File: config.mk
export PLATFORM = sky130hd
export DESIGN_NAME = pad_poll_responder
export DESIGN_NICKNAME = d
export VERILOG_FILES = /design/src/rtl/pad_poll_pkg.sv /design/src/rtl/pad_axis_clamp.sv /design/src/rtl/pad_status_pack.sv /design/src/rtl/pad_resp_seq.sv /design/src/rtl/pad_poll_responder.sv
export SDC_FILE = /design/constraint.sdc
export NUM_CORES = 1
export LEC_CHECK = 0
export ABC_CLOCK_PERIOD_IN_PS = 4600
export BUFFER_PORTS_ARGS = -buffer_cell sky130_fd_sc_hd__buf_2
export CORE_MARGIN = 2
export CORE_UTILIZATION = 56
export CTS_CLUSTER_SIZE = 25
export DETAILED_ROUTE_END_ITERATION = 6
export PLACE_DENSITY = 0.83
export SETUP_SLACK_MARGIN = 0.1
export SLEW_MARGIN = 20
export SYNTH_ARGS = -nofsm -noshare
export SYNTH_HDL_FRONTEND = slang
export SYNTH_HIERARCHICAL = 1
export SYNTH_SLANG_ARGS = --single-unit
File: constraint.sdc
create_clock -name clk -period 4.6 [get_ports clk]
set_input_delay 0.46 -clock clk [delete_from_list [all_inputs] [get_ports clk]]
set_output_delay 0.46 -clock clk [all_outputs]
set_load 0.03 [all_outputs]
File: src/rtl/pad_poll_pkg.sv
package pad_poll_pkg;
  localparam int BYTE_W     = 8;
  localparam int WORD_BYTES = 4;
  localparam int BTN_N      = 14;

  // button input positions
  localparam int BI_DRIGHT = 0;
  localparam int BI_DLEFT  = 1;
  localparam int BI_DDOWN  = 2;
  localparam int BI_DUP    = 3;
  localparam int BI_START  = 4;
  localparam int BI_Z      = 5;
  localparam int BI_B      = 6;
  localparam int BI_A      = 7;
  localparam int BI_CRIGHT = 8;
  localparam int BI_CLEFT  = 9;
  localparam int BI_CDOWN  = 10;
  localparam int BI_CUP    = 11;
  localparam int BI_R      = 12;
  localparam int BI_L      = 13;

  typedef logic [BYTE_W-1:0] byte_t;

  typedef struct packed {
    byte_t main_btn;
    byte_t aux_btn;
    byte_t axis_x;
    byte_t axis_y;
  } pad_word_t;

  localparam byte_t CMD_IDENT = 8'h00;
  localparam byte_t CMD_POLL  = 8'h01;
  localparam byte_t CMD_AUX_A = 8'h02;
  localparam byte_t CMD_AUX_B = 8'h03;
endpackage

File: src/rtl/pad_axis_clamp.sv
module pad_axis_clamp
  import pad_poll_pkg::*;
#(
  parameter int LIMIT = 86
) (
  input  logic signed [BYTE_W-1:0] raw_i,
  input  logic                     zero_i,
  output logic        [BYTE_W-1:0] clamped_o
);
  localparam logic signed [BYTE_W-1:0] HI = BYTE_W'(LIMIT);
  localparam logic signed [BYTE_W-1:0] LO = -HI;

  always_comb begin
    if (zero_i)          clamped_o = '0;
    else if (raw_i > HI) clamped_o = HI;
    else if (raw_i < LO) clamped_o = LO;
    else                 clamped_o = raw_i;
  end
endmodule

File: src/rtl/pad_status_pack.sv
module pad_status_pack
  import pad_poll_pkg::*;
#(
  parameter int AXIS_LIMIT = 86
) (
  input  logic [BTN_N-1:0]  btn_i,
  input  logic [BYTE_W-1:0] axis_x_i,
  input  logic [BYTE_W-1:0] axis_y_i,
  output pad_word_t         word_o
);
  localparam int N_AXES = 2;

  logic                     chord;
  logic signed [BYTE_W-1:0] raw [N_AXES];
  logic        [BYTE_W-1:0] lim [N_AXES];

  assign chord  = btn_i[BI_L] & btn_i[BI_R] & btn_i[BI_START];
  assign raw[0] = axis_x_i;
  assign raw[1] = axis_y_i;

  for (genvar g = 0; g < N_AXES; g++) begin : g_axis
    pad_axis_clamp #(.LIMIT(AXIS_LIMIT)) u_clamp (
      .raw_i    (raw[g]),
      .zero_i   (chord),
      .clamped_o(lim[g])
    );
  end

  always_comb begin
    word_o.main_btn = {btn_i[BI_A], btn_i[BI_B], btn_i[BI_Z],
                       btn_i[BI_START] & ~chord,
                       btn_i[BI_DUP], btn_i[BI_DDOWN],
                       btn_i[BI_DLEFT], btn_i[BI_DRIGHT]};
    word_o.aux_btn  = {chord, 1'b0, btn_i[BI_L], btn_i[BI_R],
                       btn_i[BI_CUP], btn_i[BI_CDOWN],
                       btn_i[BI_CLEFT], btn_i[BI_CRIGHT]};
    word_o.axis_x   = lim[0];
    word_o.axis_y   = lim[1];
  end
endmodule

File: src/rtl/pad_resp_seq.sv
module pad_resp_seq
  import pad_poll_pkg::*;
#(
  parameter byte_t ID_BYTE0 = 8'h05,
  parameter byte_t ID_BYTE1 = 8'h00,
  parameter byte_t ID_BYTE2 = 8'h01
) (
  input  logic      clk,
  input  logic      rst,
  input  logic      cmd_valid_i,
  input  byte_t     cmd_byte_i,
  input  pad_word_t word_i,
  output logic      cmd_ready_o,
  output logic      rsp_valid_o,
  output byte_t     rsp_byte_o,
  output logic      rsp_last_o,
  input  logic      rsp_ready_i,
  output logic      err_o
);
  localparam int CNT_W = $clog2(WORD_BYTES + 1);

  typedef enum logic {S_IDLE, S_SEND} seq_state_e;

  seq_state_e       state;
  byte_t            pipe     [WORD_BYTES];
  byte_t            load_buf [WORD_BYTES];
  logic [CNT_W-1:0] load_len;
  logic [CNT_W-1:0] cnt;

  always_comb begin
    load_len = '0;
    load_buf = '{default: '0};
    case (cmd_byte_i)
      CMD_IDENT: begin
        load_len    = CNT_W'(3);
        load_buf[0] = ID_BYTE0;
        load_buf[1] = ID_BYTE1;
        load_buf[2] = ID_BYTE2;
      end
      CMD_POLL: begin
        load_len    = CNT_W'(4);
        load_buf[0] = word_i.main_btn;
        load_buf[1] = word_i.aux_btn;
        load_buf[2] = word_i.axis_x;
        load_buf[3] = word_i.axis_y;
      end
      CMD_AUX_A, CMD_AUX_B: load_len = CNT_W'(1);
      default: load_len = '0;
    endcase
  end

  always_ff @(posedge clk) begin
    if (rst) begin
      state       <= S_IDLE;
      cnt         <= '0;
      rsp_valid_o <= 1'b0;
      rsp_last_o  <= 1'b0;
      err_o       <= 1'b0;
      for (int i = 0; i < WORD_BYTES; i++) pipe[i] <= '0;
    end else begin
      err_o <= 1'b0;
      case (state)
        S_IDLE: begin
          if (cmd_valid_i) begin
            if (load_len == '0) begin
              err_o <= 1'b1;
            end else begin
              state       <= S_SEND;
              pipe        <= load_buf;
              cnt         <= load_len;
              rsp_valid_o <= 1'b1;
              rsp_last_o  <= (load_len == CNT_W'(1));
            end
          end
        end
        S_SEND: begin
          if (rsp_ready_i) begin
            if (rsp_last_o) begin
              state       <= S_IDLE;
              rsp_valid_o <= 1'b0;
              rsp_last_o  <= 1'b0;
              cnt         <= '0;
            end else begin
              for (int i = 0; i < WORD_BYTES - 1; i++) pipe[i] <= pipe[i+1];
              pipe[WORD_BYTES-1] <= '0;
              cnt        <= cnt - CNT_W'(1);
              rsp_last_o <= (cnt == CNT_W'(2));
            end
          end
        end
        default: state <= S_IDLE;
      endcase
    end
  end

  assign cmd_ready_o = (state == S_IDLE);
  assign rsp_byte_o  = pipe[0];

  // a stalled beat keeps its contents
  p_hold_r10: assert property (@(posedge clk) disable iff (rst)
    rsp_valid_o && !rsp_ready_i |=> rsp_valid_o && $stable(rsp_byte_o) && $stable(rsp_last_o));
  // no command is taken while a reply is in flight
  p_busy_r11: assert property (@(posedge clk) disable iff (rst)
    rsp_valid_o |-> !cmd_ready_o);
  // unknown code gives an error pulse and no reply
  p_unknown_r8: assert property (@(posedge clk) disable iff (rst)
    cmd_ready_o && cmd_valid_i && (cmd_byte_i > CMD_AUX_B) |=> err_o && !rsp_valid_o && cmd_ready_o);
  p_err_pulse_r8: assert property (@(posedge clk) disable iff (rst)
    err_o |-> cmd_ready_o && !rsp_valid_o);
  // identify opens with its first fixed byte
  p_ident_r6: assert property (@(posedge clk) disable iff (rst)
    cmd_ready_o && cmd_valid_i && (cmd_byte_i == CMD_IDENT) |=> rsp_valid_o && (rsp_byte_o == ID_BYTE0) && !rsp_last_o);
  // auxiliary codes give one zero byte
  p_aux_r7: assert property (@(posedge clk) disable iff (rst)
    cmd_ready_o && cmd_valid_i && ((cmd_byte_i == CMD_AUX_A) || (cmd_byte_i == CMD_AUX_B))
    |=> rsp_valid_o && rsp_last_o && (rsp_byte_o == 8'h00));
endmodule

File: src/rtl/pad_poll_responder.sv
module pad_poll_responder
  import pad_poll_pkg::*;
#(
  parameter int    AXIS_LIMIT = 86,
  parameter byte_t ID_BYTE0   = 8'h05,
  parameter byte_t ID_BYTE1   = 8'h00,
  parameter byte_t ID_BYTE2   = 8'h01
) (
  input  logic              clk,
  input  logic              rst,
  input  logic [BTN_N-1:0]  btn_i,
  input  logic [BYTE_W-1:0] axis_x_i,
  input  logic [BYTE_W-1:0] axis_y_i,
  input  logic              cmd_valid_i,
  input  logic [BYTE_W-1:0] cmd_byte_i,
  output logic              cmd_ready_o,
  output logic              rsp_valid_o,
  output logic [BYTE_W-1:0] rsp_byte_o,
  output logic              rsp_last_o,
  input  logic              rsp_ready_i,
  output logic              err_o
);
  localparam logic signed [BYTE_W-1:0] LIM_P = BYTE_W'(AXIS_LIMIT);
  localparam logic signed [BYTE_W-1:0] LIM_N = -LIM_P;

  pad_word_t live_word;

  pad_status_pack #(.AXIS_LIMIT(AXIS_LIMIT)) u_pack (
    .btn_i   (btn_i),
    .axis_x_i(axis_x_i),
    .axis_y_i(axis_y_i),
    .word_o  (live_word)
  );

  pad_resp_seq #(
    .ID_BYTE0(ID_BYTE0),
    .ID_BYTE1(ID_BYTE1),
    .ID_BYTE2(ID_BYTE2)
  ) u_seq (
    .clk        (clk),
    .rst        (rst),
    .cmd_valid_i(cmd_valid_i),
    .cmd_byte_i (cmd_byte_i),
    .word_i     (live_word),
    .cmd_ready_o(cmd_ready_o),
    .rsp_valid_o(rsp_valid_o),
    .rsp_byte_o (rsp_byte_o),
    .rsp_last_o (rsp_last_o),
    .rsp_ready_i(rsp_ready_i),
    .err_o      (err_o)
  );

  // packed axes never leave the allowed window
  p_axis_range_r4: assert property (@(posedge clk) disable iff (rst)
    !($signed(live_word.axis_x) > LIM_P) && !($signed(live_word.axis_x) < LIM_N) &&
    !($signed(live_word.axis_y) > LIM_P) && !($signed(live_word.axis_y) < LIM_N));
  // the chord masks Start and the stick
  p_chord_r3: assert property (@(posedge clk) disable iff (rst)
    btn_i[BI_L] && btn_i[BI_R] && btn_i[BI_START]
    |-> live_word.aux_btn[7] && !live_word.main_btn[4] &&
        (live_word.axis_x == '0) && (live_word.axis_y == '0));
endmodule

==> metrics.csv, run 1 <==
stage,metric,value,unit
worst_setup_path,CP top delay family,flip-flops,
detailed_routing,WL final,4860,µm
detailed_routing,Vias/cell,5.841,
global_routing,largest net degree at the start of global routing,40,
clocking,Post-CTS Hold Fix Bufs,0,
global_routing,GRT Overall Usage,0.2295,
worst_setup_path,CP Launch Type,register,
logic_synthesis,flop and latch count out of synthesis,39,
logic_synthesis,commonest register cell after synthesis,dfxtp_1,
power,"Power, Total",0.6570,mW
clocking,TritonCTS clock tree,built,
detailed_routing,antenna-violating nets left,0,
clocking,CTS Root Cell,clkbuf_8,
clocking,clock-pin slew on the worst setup and hold paths,0.08,ns
logic_synthesis,post-synthesis sequential area ratio,0.3442,
layout,Layout area overhead,7.391,%
hold_path,Hold Crit Class,in2reg,
layout,Layout Nets,341,
worst_setup_path,Setup CP Type,reg2reg,
worst_setup_path,Worst Setup End Kind,register,
clocking,Resized Gates After CTS,0,
timing,Max-slew headroom,0.2705,
worst_setup_path,WP buf/inv,1,
logic_synthesis,Post-synth EDFFs,0,
logic_synthesis,asr flop ratio synth,0,
timing,RSZ-0062 raised after global routing,false,
detailed_routing,Vias,2021,
global_routing,global-route wire length before repair,8010,µm
power,part of the power in registers,0.522,
logic_synthesis,Mean Syn Cell Area,8.219,µm²
floorplanning,I/O Pins,54,
power,P_sw,0.1721,mW
power,Max VDD drop,179.5,µV
layout,area taken by multi-input logic gates,1224,µm²
layout,Layout fillers,349,
logic_synthesis,"Distinct cells, synth",44,
timing,final worst path period share,0.5771,
timing,min cycle time layout,2.655,ns
detailed_routing,Avg WL per Cell,14.05,µm
floorplanning,die height,67.65,µm
layout,Register Area,780.7,µm²
power,Power Density,269.7,nW/µm²
timing,sum of negative setup slack,0,ns
outcome,status,"finished, final reports clean",
clocking,H-tree Lvls,2,
timing,Final Skew,0.003971,ns
logic_synthesis,leading area contributor after synthesis,dfxtp_1,
worst_setup_path,crit-path cells,inv_1 -> and4_1 -> a221oi_1 -> nor3_1,
floorplanning,site row count,23,
power,Static Leak,0.9482,nW
worst_setup_path,CP arrival,2.81,ns
floorplanning,die width,67.65,µm
global_routing,grt total ovfl,0,
power,logic gate share of total power,0.134,
worst_setup_path,Worst path slowest cell,dfxtp_1,
power,Switching Share,0.2620,
layout,Finished Core Util,0.6179,
clocking,clock buffer depth,2,
logic_synthesis,post-synth net total,322,
layout,fraction of layout cells with a size suffix above 1,0.2534,
clocking,Clock Latency Late Sink,0.29,ns
worst_setup_path,Critical Path RT,4.75,ns
timing,worst slew pin tran,1.093,ns
worst_setup_path,CP peak stage delay,1.05,ns
clocking,Num Clock Sinks,39,
placed_design,PortBufs,53,
power,clock power share,0.344,
flow_run,max cap viols,0,
timing,final setup vio count,0,
clocking,CTS buffer count,5,
timing,fin. max-slew vios,0,
logic_synthesis,synthesized instance count,276,
detailed_routing,drt first-iter violations,163,
clocking,Setup Buffers After CTS,0,
placed_design,hpwl dp,3319,µm
worst_setup_path,worst-path fanout max,34,
placed_design,Final GP Congestion,0.8654,
detailed_routing,Pre-antenna DRT Iters,4,
detailed_routing,DRC viols,0,
logic_synthesis,Post-Syn Area,2268,µm²
global_routing,vias in the first global route,1881,
floorplanning,Initial Utilization,0.5754,
timing,Max Fclk,0.3767,GHz
global_routing,initial antenna violation count,0,
floorplanning,die area,4576,µm²
logic_synthesis,top cell type's share of synthesized area,0.3442,
power,Int Pwr,0.4848,mW
timing,"Hold Vio Cnt, Final",0,
logic_synthesis,yosys warns,6,
logic_synthesis,Synth area leaders,"dfxtp_1 (34%), a221oi_1 (8.9%), buf_4 (7.6%)",
floorplanning,CORE AREA,3943,µm²
layout,diode count,0,
==> cells by family (layout without fill, tap and decap cells) <==
logic type | Yosys count | count (layout) | share of synthesized area
compound gates | 71 | 71 | 0.2317
buf+inv | 46 | 66 | 0.1213
fa+ha+maj | 4 | 4 | 0.02206
other cells | 1 | 1 | 0.001653
simple gates | 115 | 115 | 0.2791
flops | 39 | 39 | 0.3442
==> area by class of cell <==
class | instances | share of cell area
multi-input cells | 191 | 0.5023
well taps | 50 | 0.02568
flip-flops and latches | 39 | 0.3205
repair buffers | 53 | 0.1089
clock inverters | 2 | 0.005136
inverters | 5 | 0.007704
clock buffers | 6 | 0.02979
==> cells in the mapped netlist (2+ instances only) <==
cell	count
a21o_1	2
ha_1	4
o211ai_1	2
dfxtp_1	39
buf_2	7
nand4_1	3
nor3_1	25
nand2b_1	7
o21ai_1	2
nand2_1	14
o21ai_0	7
nand3_1	8
a221oi_1	23
a311oi_1	5
a21oi_1	19
nor2b_1	3
buf_4	23
clkbuf_1	10
o21a_4	2
o31ai_1	2
nor4b_4	2
nor3_2	2
nor4b_1	2
and4_4	2
inv_1	5
nor2_1	38
==> cells in the final DEF, fill, tap and decap left out, types with 2 or more instances in the layout <==
| cell | instances |
|---|---|
| a21o_1 | 2 |
| a21oi_1 | 19 |
| a221oi_1 | 23 |
| a311oi_1 | 5 |
| and4_4 | 2 |
| buf_2 | 53 |
| clkbuf_8 | 5 |
| dfxtp_1 | 39 |
| ha_1 | 4 |
| inv_1 | 5 |
| nand2_1 | 14 |
| nand2b_1 | 7 |
| nand3_1 | 8 |
| nand4_1 | 3 |
| nor2_1 | 38 |
| nor2b_1 | 3 |
| nor3_1 | 25 |
| nor3_2 | 2 |
| nor4b_1 | 2 |
| nor4b_4 | 2 |
| o211ai_1 | 2 |
| o21a_4 | 2 |
| o21ai_0 | 7 |
| o21ai_1 | 2 |
| o31ai_1 | 2 |
==> worst register-to-register path, delay by kind of cell, from the launching register on <==
kind | cells | cell delay (ns)
flops | 1 | 1.05
buf+inv | 1 | 0.33
compound gates | 1 | 0.47
simple gates | 2 | 0.66
==> per-layer routing <==
layer	track usage	vias up	wire, µm
met2	0.3787	57	2235
met4	0.09439	0	85
met1	0.2758	925	2260
met3	0.07000	11	278
met5	0	-	0
li1	-	1028	-
==> power groups by stage <==
stage | sequential, mW | clock, mW | combinational [mW]
after global placement | 0.351 | 0 | 0.0866
after detailed placement | 0.351 | 0 | 0.0872
after global routing | 0.343 | 0.246 | 0.0982
after floorplan | 0.351 | 0 | 0.0629
after CTS | 0.343 | 0.231 | 0.0878
final | 0.343 | 0.226 | 0.0883
==> path summary, 6_finish.rpt <==
| path | slack (ns) | startpoint | endpoint | cells after the start |
|---|---|---|---|---|
| max | 1.95 | u_seq/state | u_seq/pipe[21] | 4 |
| min | 0.41 | rsp_ready_i | u_seq/state | 2 |
| min reg2reg | 0.45 | u_seq/pipe[3] | u_seq/pipe[3] | 2 |
| max reg2reg | 1.95 | u_seq/state | u_seq/pipe[21] | 4 |
==> state kept, by name, summed over array words and instances (netlist names) <==
signal,cells
u_seq/pipe,24
u_seq/rsp_byte_o,8
u_seq/cnt,3
u_seq/err_o,1
u_seq/rsp_last_o,1
u_seq/rsp_valid_o,1
u_seq/state,1
==> stage by stage <==
step	hold WS (ns)	std cells	cell area [µm²]	setup slack, ns
floorplan	0.4320	276	2268	2.841
global placement	0.4386	338	2344	1.987
detailed placement	0.4451	338	2344	1.975
CTS	0.3984	346	2429	2.000
global route	0.4169	346	2436	1.750
finish	0.4118	346	2436	1.945
Note: power is estimated with default switching activity, not from simulation.
==> run 2, diff against run 1 <==
--- a/config.mk
+++ b/config.mk
@@ -5,13 +5,13 @@
 export SDC_FILE = /design/constraint.sdc
 export NUM_CORES = 1
 export LEC_CHECK = 0
-export ABC_CLOCK_PERIOD_IN_PS = 4600
+export ABC_CLOCK_PERIOD_IN_PS = 2400
 export BUFFER_PORTS_ARGS = -buffer_cell sky130_fd_sc_hd__buf_2
 export CORE_MARGIN = 2
-export CORE_UTILIZATION = 56
+export CORE_UTILIZATION = 48
 export CTS_CLUSTER_SIZE = 25
 export DETAILED_ROUTE_END_ITERATION = 6
-export PLACE_DENSITY = 0.83
+export PLACE_DENSITY = 0.75
 export SETUP_SLACK_MARGIN = 0.1
 export SLEW_MARGIN = 20
 export SYNTH_ARGS = -nofsm -noshare
==> constraint.sdc (replaced) <==
create_clock -name clk -period 2.4 [get_ports clk]
set_input_delay 0.24 -clock clk [delete_from_list [all_inputs] [get_ports clk]]
set_output_delay 0.24 -clock clk [all_outputs]
set_load 0.03 [all_outputs]
==> metrics.csv, run 2 (synthesis gave the netlist of run 1 again) <==
stage,metric,value,unit
layout,post-route insts no fill,354,
clocking,CTS Root Cell,clkbuf_8,
global_routing,global-route wire length before repair,8293,µm
floorplanning,Initial Utilization,0.4900,
layout,"commonest non-fill, non-tap cells in the layout","buf_2 (53), dfxtp_1 (39), nor2_1 (38)",
layout,diode count,0,
timing,"Hold Vio Cnt, Final",0,
detailed_routing,DRC viols,0,
floorplanning,die height,72.75,µm
timing,min cycle time layout,1.962,ns
clocking,CTS buffer count,5,
clocking,H-tree Lvls,2,
worst_setup_path,WP buf/inv,0,
floorplanning,site row count,25,
layout,"commonest non-fill, non-tap cell in the layout",buf_2,
layout,max FFs per register,24,
worst_setup_path,CP arrival,2.12,ns
global_routing,grt total ovfl,0,
worst_setup_path,CP Launch Type,register,
layout,Layout area overhead,9.101,%
detailed_routing,drt first-iter violations,83,
clocking,Num Clock Sinks,39,
detailed_routing,Avg WL per Cell,13.85,µm
worst_setup_path,CP top delay family,simple AND/OR/NAND/NOR gates,
power,Max VDD drop,301.2,µV
outcome,status,"finished, final reports clean",
hold_path,Hold Crit Class,in2reg,
worst_setup_path,Setup CP Type,reg2reg,
timing,worst slew pin tran,0.7790,ns
power,Static Leak,0.9689,nW
clocking,TritonCTS clock tree,built,
detailed_routing,Pre-antenna DRT Iters,4,
detailed_routing,WL final,4902,µm
timing,Final Skew,0.008073,ns
power,Power Density,511.9,nW/µm²
clocking,clock buffer depth,2,
floorplanning,die width,72.75,µm
detailed_routing,Vias/cell,5.754,
placed_design,PortBufs,53,
global_routing,GRT Overall Usage,0.1974,
layout,Layout fillers,456,
layout,fraction of layout cells with a size suffix above 1,0.2667,
clocking,Clock Latency Late Sink,0.30,ns
timing,Max-slew headroom,0.4733,
clocking,clock-pin slew on the worst setup and hold paths,0.07,ns
placed_design,placed inst area,2386,µm²
timing,Max Fclk,0.5098,GHz
global_routing,initial antenna violation count,0,
timing,sum of negative setup slack,0,ns
clocking,Post-CTS Hold Fix Bufs,0,
timing,RSZ-0062 raised after global routing,false,
placed_design,placed insts,346,
worst_setup_path,crit-path cells,nor4b_1 -> a21boi_4 -> a221oi_1 -> nor3_1,
worst_setup_path,Critical Path RT,2.56,ns
worst_setup_path,Worst R2R Start,u_seq/state,
hold_path,Hold Path Origin,rsp_ready_i,
floorplanning,I/O Pins,54,
detailed_routing,Vias,2037,
placed_design,hpwl dp,3405,µm
global_routing,vias in the first global route,1841,
floorplanning,CORE AREA,4629,µm²
flow_run,max cap viols,0,
detailed_routing,antenna-violating nets left,0,
global_routing,largest net degree at the start of global routing,40,
timing,final worst path period share,0.8173,
floorplanning,die area,5292,µm²
worst_setup_path,Worst Setup End Kind,register,
worst_setup_path,Worst path slowest cell,nor4b_1,
timing,Worst Slack Setup Final,0.4384,ns
timing,final setup vio count,0,
layout,Biggest register,u_seq/pipe,
layout,fin area,2475,µm²
clocking,Setup Buffers After CTS,0,
placed_design,Final GP Congestion,0.8993,
clocking,Resized Gates After CTS,0,
timing,fin. max-slew vios,0,
placed_design,Place WS,0.3751,ns
layout,Layout Nets,345,
worst_setup_path,CP Launch Point,u_seq/state,
worst_setup_path,worst-path fanout max,29,
worst_setup_path,CP peak stage delay,0.69,ns
[run 2: metal layers]
metal | track usage | vias to the layer above | wire length (µm) | part of all wire
li1 | - | 1042 | - | -
met1 | 0.2699 | 937 | 2340 | 0.48
met2 | 0.2929 | 48 | 2205 | 0.45
met3 | 0.04006 | 10 | 216 | 0.044
met4 | 0.1029 | 0 | 139 | 0.028
met5 | 0 | - | 0 | 0
[run 2: path summary, 6_finish.rpt]
| check | endpoint | slack, ns | cells after the start |
|---|---|---|---|
| max | u_seq/pipe[19] | 0.44 | 4 |
| min | u_seq/state | 0.20 | 2 |
| max reg2reg | u_seq/pipe[19] | 0.44 | 4 |
| min reg2reg | u_seq/pipe[4] | 0.46 | 2 |
[run 2: final cells by class]
cell class                 count  area [µm²]  share of cell area
clock buffer                   5       68.82             0.02781
clock inverter                 3       20.02            0.008089
inverter                       5       18.77            0.007583
multi-input combinational    191        1224              0.4944
sequential                    39       780.7              0.3155
tap                           54       67.56             0.02730
timing repair buffer          57       295.3              0.1193
[run 2: worst reg2reg max path: cells and delay by family (launching register included)]
family | cells | cell delay (ns)
DFF | 1 | 0.40
AOI/OAI and AO/OA | 2 | 0.65
and+or+nand+nor | 2 | 0.77
[run 2: where the power goes]
group | internal [mW] | switching [mW] | leakage, nW
logic | 0.0738 | 0.0971 | 0.614
clock network | 0.202 | 0.238 | 0.0402
registers | 0.653 | 0.00325 | 0.315
[run 2: per-stage QoR]
step	power, mW	hold WS, ns	utilization
floorplan	0.7938	0.3587	-
global placement	0.8406	0.4407	0.5138
detailed placement	0.8420	0.4504	0.5154
CTS	1.284	0.1906	0.5346
global route	1.328	0.2181	0.5346
finish	1.267	0.2002	0.5346
